## src/rtl/fam_pkg.sv

```systemverilog
package fam_pkg;
  localparam logic [7:0] ALIGN_OCTET = 8'hFC;
endpackage

```

## src/rtl/fam_lane_cnt.sv

```systemverilog
module fam_lane_cnt #(
  parameter int CNT_W = 8,
  parameter int POS_W = 8
) (
  input  logic             clk,
  input  logic             rst_n,
  input  logic             wipe,
  input  logic             chk_en,
  input  logic             valid,
  input  logic [7:0]       data,
  input  logic             is_k,
  input  logic [POS_W-1:0] pos,
  input  logic [POS_W-1:0] last_pos,
  input  logic [CNT_W-1:0] thresh,
  output logic [CNT_W-1:0] cnt,
  output logic             flag,
  output logic             flag_nxt
);
  import fam_pkg::*;
  localparam logic [CNT_W-1:0] CNT_MAX = {CNT_W{1'b1}};

  logic             hit;
  logic [CNT_W-1:0] cnt_nxt;

  assign hit = chk_en && valid && is_k && (data == ALIGN_OCTET) && (pos != last_pos);

  always_comb begin
    if (wipe)                        cnt_nxt = '0;
    else if (hit && cnt != CNT_MAX)  cnt_nxt = cnt + 1'b1;
    else                             cnt_nxt = cnt;
    if (wipe) flag_nxt = 1'b0;
    else      flag_nxt = flag || ((thresh != '0) && (cnt_nxt >= thresh));
  end

  always_ff @(posedge clk) begin
    if (!rst_n) begin
      cnt  <= '0;
      flag <= 1'b0;
    end else begin
      cnt  <= cnt_nxt;
      flag <= flag_nxt;
    end
  end
endmodule

```

## src/rtl/fam_irq_ctrl.sv

```systemverilog
module fam_irq_ctrl #(
  parameter int LANES = 4
) (
  input  logic             clk,
  input  logic             rst_n,
  input  logic             auto_rst,
  input  logic [LANES-1:0] flag_nxt,
  output logic             irq,
  output logic             rst_req
);
  logic any_nxt;
  assign any_nxt = |flag_nxt;

  always_ff @(posedge clk) begin
    if (!rst_n) begin
      irq     <= 1'b0;
      rst_req <= 1'b0;
    end else begin
      irq     <= any_nxt;
      rst_req <= auto_rst && any_nxt && !irq;
    end
  end
endmodule

```

## src/rtl/fam_monitor.sv

```systemverilog
module fam_monitor #(
  parameter int LANES = 4,
  parameter int CNT_W = 8,
  parameter int POS_W = 8
) (
  input  logic                   clk,
  input  logic                   rst_n,
  input  logic                   cfg_mon_en,
  input  logic                   cfg_scr_en,
  input  logic                   cfg_auto_rst,
  input  logic [CNT_W-1:0]       cfg_thresh,
  input  logic [POS_W-1:0]       cfg_last_pos,
  input  logic                   mon_clr,
  input  logic [LANES-1:0]       lane_valid,
  input  logic [8*LANES-1:0]     lane_data,
  input  logic [LANES-1:0]       lane_is_k,
  input  logic [POS_W*LANES-1:0] lane_pos,
  output logic [CNT_W*LANES-1:0] err_cnt,
  output logic [LANES-1:0]       err_flag,
  output logic                   irq,
  output logic                   link_rst_req
);
  logic             wipe;
  logic             chk_en;
  logic [LANES-1:0] flag_nxt;

  assign wipe   = mon_clr || !cfg_mon_en;
  assign chk_en = cfg_mon_en && cfg_scr_en;

  for (genvar l = 0; l < LANES; l++) begin : g_lane
    fam_lane_cnt #(.CNT_W(CNT_W), .POS_W(POS_W)) u_cnt (
      .clk      (clk),
      .rst_n    (rst_n),
      .wipe     (wipe),
      .chk_en   (chk_en),
      .valid    (lane_valid[l]),
      .data     (lane_data[8*l +: 8]),
      .is_k     (lane_is_k[l]),
      .pos      (lane_pos[POS_W*l +: POS_W]),
      .last_pos (cfg_last_pos),
      .thresh   (cfg_thresh),
      .cnt      (err_cnt[CNT_W*l +: CNT_W]),
      .flag     (err_flag[l]),
      .flag_nxt (flag_nxt[l])
    );
  end

  fam_irq_ctrl #(.LANES(LANES)) u_irq (
    .clk      (clk),
    .rst_n    (rst_n),
    .auto_rst (cfg_auto_rst),
    .flag_nxt (flag_nxt),
    .irq      (irq),
    .rst_req  (link_rst_req)
  );
endmodule

```

## config.mk

```make
export PLATFORM = sky130hd
export DESIGN_NAME = fam_monitor
export DESIGN_NICKNAME = d
export VERILOG_FILES = /design/src/rtl/fam_pkg.sv /design/src/rtl/fam_lane_cnt.sv /design/src/rtl/fam_irq_ctrl.sv /design/src/rtl/fam_monitor.sv
export SDC_FILE = /design/constraint.sdc
export NUM_CORES = 1
export LEC_CHECK = 0
export ABC_AREA = 0
export BUFFER_PORTS_ARGS = -buffer_cell sky130_fd_sc_hd__buf_4
export CAP_MARGIN = 20
export CORE_MARGIN = 2
export CORE_UTILIZATION = 41
export DETAILED_ROUTE_END_ITERATION = 6
export PLACE_DENSITY = 0.76
export SETUP_SLACK_MARGIN = 0.02
export SLEW_MARGIN = 20
export SYNTH_ARGS = -nofsm -noshare
export SYNTH_HDL_FRONTEND = slang
export SYNTH_HIERARCHICAL = 1
export SYNTH_SLANG_ARGS = --single-unit
```

## constraint.sdc

```tcl
create_clock -name clk -period 5.5 [get_ports clk]
set_clock_uncertainty 0.15 [all_clocks]
set_input_delay 0.275 -clock clk [delete_from_list [all_inputs] [get_ports clk]]
set_output_delay 0.275 -clock clk [all_outputs]
set_load 0.01 [all_outputs]
```

==> flow_summary_export.csv <==
group,metric,value,unit
run_status,status,"complete, no violations",
setup_path,cp.arrival,3870,ps
logic_synthesis,synth-edff-count,0,
power,seqPwrFrac,0.448,
logic_synthesis,yosys_warnings,6,
clock_tree,cts_tree,"done",
die,row_count,34,
sta,worst_pin_slew,964,ps
placed_design,io_buffers,131,
global_routing,grt_max_degree,23,
setup_path,critPathKind,"input pin to flop",
logic_synthesis,avgSynthCellArea,7.97,um^2
logic_synthesis,synthSimpleGateAreaFrac,0.317,
clock_tree,cts.sinks,38,
global_routing,grt.total_usage,0.217,
run,cap_violations,0,
routing,routedWlPerCell,15.5,um
routing,viasPerCell,5.70,
clock_tree,cts.path.max_buffers,2,
routing,vias,4028,
clock_tree,cts-resized-gates,0,
clock_tree,cts_hold_buf,0,
logic_synthesis,ys_seq_area_frac,0.203,
power,p_sw,0.000170,W
routing,wl,11.0,mm
setup_path,required,5550,ps
placed_design,place_congestion,0.888,
logic_synthesis,postSynthCellCount,470,
placed_design,hpwl,8.77,mm
logic_synthesis,async_flop_share,0,
sta,fmax,261,MHz
finish,layout_commonest_cell,"buf_4",
finish,layout_common_cells,"buf_4 (133), dfxtp_1 (38), inv_1 (36), ha_1 (36), xor2_1 (32)",
sta,maxSlewHeadroom,0.352,
sta,grt_setup_unrepaired,"false",
logic_synthesis,synthAdderAreaFrac,0.120,
hold_path,hold_start,"cfg_auto_rst",
routing,detailedRoute.firstPassIterationCount,5,
hold_path,holdPathStages,2,
die,die_y,99.6,um
finish,final_area,0.00490,mm^2
finish,areaGrowthSynthToFinish,30.7,%
setup_path,cp_max_fo,8,
logic_synthesis,synth_top_family_by_area,"simple AND/OR/NAND/NOR gates",
placed_design,dp_slack,1380,ps
clock_tree,insertion_delay,290,ps
clock_tree,root_buffer,"clkbuf_8",
logic_synthesis,synthesis.nets,600,
power,powerDensity,125,mW/mm^2
sta,worst_slack,1670,ps
power,clockPowerShare,0.341,
setup_path,crit_path_end_kind,"flop",
setup_path,startpoint_type,"input pin",
clock_tree,h-tree-depth,2,
sta,period_share,0.696,
logic_synthesis,ys_ff_latch,38,
setup_path,r2r_slack,1740,ps
finish,nets,728,
power,static-leakage-power,2.24,nW
sta,fin_tns_setup,0,ps
global_routing,grt_pass1_vias,3785,
clock_tree,post-cts-setup-buffer-count,0,
finish,drive_gt1_frac,0.260,
setup_path,r2r_cells,13,
power,peakVddDrop,0.0000907,V
global_routing,grt_pass1_wl,17.7,mm
power,p_total,0.000614,W
clock_tree,cts_inserted_buffers,5,
sta,hold_viol_final,0,
clock_tree,cts.clk_slew.worst_paths,80,ps
die,coreArea,0.00881,mm^2
global_routing,grt_overflow,0,
logic_synthesis,synth_mux_area_frac,0.0574,
hold_path,hold_path_end,"u_irq/rst_req",
power,p_int,0.000445,W
die,design.die.area,0.00992,mm^2
setup_path,worstReg2RegStart,"g_lane[1].u_cnt/cnt[0]",
logic_synthesis,synth_xor_area_frac,0.0748,
sta,drv_slew,0,
sta,setup_violations,0,
setup_path,reg2reg_to,"u_irq/rst_req",
power,pwr-share-comb,0.211,
routing,drtIter0Drc,153,
power,switching_share,0.276,
routing,antenna_left,0,
routing,drc,0,
die,die_x,99.6,um
logic_synthesis,synth_flop_cell,"dfxtp_1",
die,start_util,0.425,
placed_design,placed_cell_area,0.00480,mm^2
finish,antenna_cells,0,
hold_path,hp-class,"input pin to flop",
logic_synthesis,mappedNetlistArea,0.00375,mm^2
sta,period_needed,3830,ps
logic_synthesis,ys_types,37,
die,io_pins,132,
global_routing,antenna_found_initial,0,
logic_synthesis,synth_compound_area_frac,0.171,
## per-layer routing
layer / vias to the layer above / track usage / wire length [um]
met3: 13 / 0.0358 / 999
met5: - / 0 / 0
met4: 0 / 0.0569 / 146
met2: 194 / 0.376 / 5140
li1: 1987 / - / -
met1: 1834 / 0.280 / 4680
## flip-flops by register name, summed over array words and instances (netlist names)
name and count:
u_irq/irq 1, u_irq/rst_req 1, g_lane.u_cnt/flag 4, g_lane.u_cnt/cnt 32
## cell usage after synthesis, drive strengths merged, types with 8 or more instances
cell    number  area, um^2
nand4       16         100
inv         36         135
nand2       20        75.1
nor2        28         105
dfxtp       38         761
and2         9        56.3
nand2b      13        81.3
nor4        20         125
mux2        12         135
o21ai       20         100
nand3       20         100
nand4b       8        70.1
a21o        12        90.1
clkbuf       8        30.0
xor2        32         280
nor2b       20         125
ha          36         450
or3         12        75.1
or4          8        75.1
a21oi       28         140
a211oi      16         120
mux2i        8        80.1
o21a         8        60.1
## worst max-delay path by stage
stage	slack, ps	endpoint	cells past startpoint	from
after detailed placement	1380	u_irq/rst_req	14	cfg_mon_en
after floorplan	1880	u_irq/rst_req	14	cfg_scr_en
after global placement	1450	u_irq/rst_req	14	cfg_mon_en
after global routing	1430	u_irq/rst_req	14	cfg_last_pos[7]
final	1670	u_irq/rst_req	14	cfg_last_pos[7]
after CTS	1700	u_irq/rst_req	14	cfg_mon_en
## cell families after synthesis
kind of cell               Yosys count
AOI/OAI and AO/OA                   97
adders and majority gates           36
xor gates and xnor gates            32
and+or+nand+nor                    199
DFF                                 38
muxes                               20
buffers and inverters               48
## power groups by stage
stage	Clock, W	Sequential, W	Combinational [W]
4_1_cts	0.000215	0.000275	0.000130
5_1_grt	0.000227	0.000275	0.000142
3_3_place_gp	0	0.000281	0.000125
6_report	0.000210	0.000275	0.000130
2_1_floorplan	0	0.000281	0.0000507
3_5_place_dp	0	0.000281	0.000129
## stage by stage
| stage | hold WS (ps) | utilization | cells |
|---|---|---|---|
| floorplan | 271 | - | 470 |
| global placement | 358 | 0.546 | 699 |
| detailed placement | 370 | 0.546 | 699 |
| CTS | 65.1 | 0.556 | 707 |
| global route | 75.8 | 0.556 | 707 |
| finish | 73.8 | 0.556 | 707 |
## cell type report
cell class | count | area [um^2]
fill | 816 | 3910
multi-input combinational | 384 | 2780
timing repair buffer | 133 | 998
sequential | 38 | 761
inverter | 36 | 135
tap | 108 | 135
clock buffer | 7 | 86.3
clock inverter | 1 | 5.00
## worst max-delay path, stage by stage
cell	delay (ps)
buf_4	140
xor2_1	160
nor4_1	830
and2_1	390
nor4_1	130
mux2_1	340
ha_1	290
a21o_1	160
a21o_1	170
a211oi_1	260
o21a_1	180
nor3b_1	50
o41a_1	320
and3b_1	170
(Power assumes the default switching activity.)
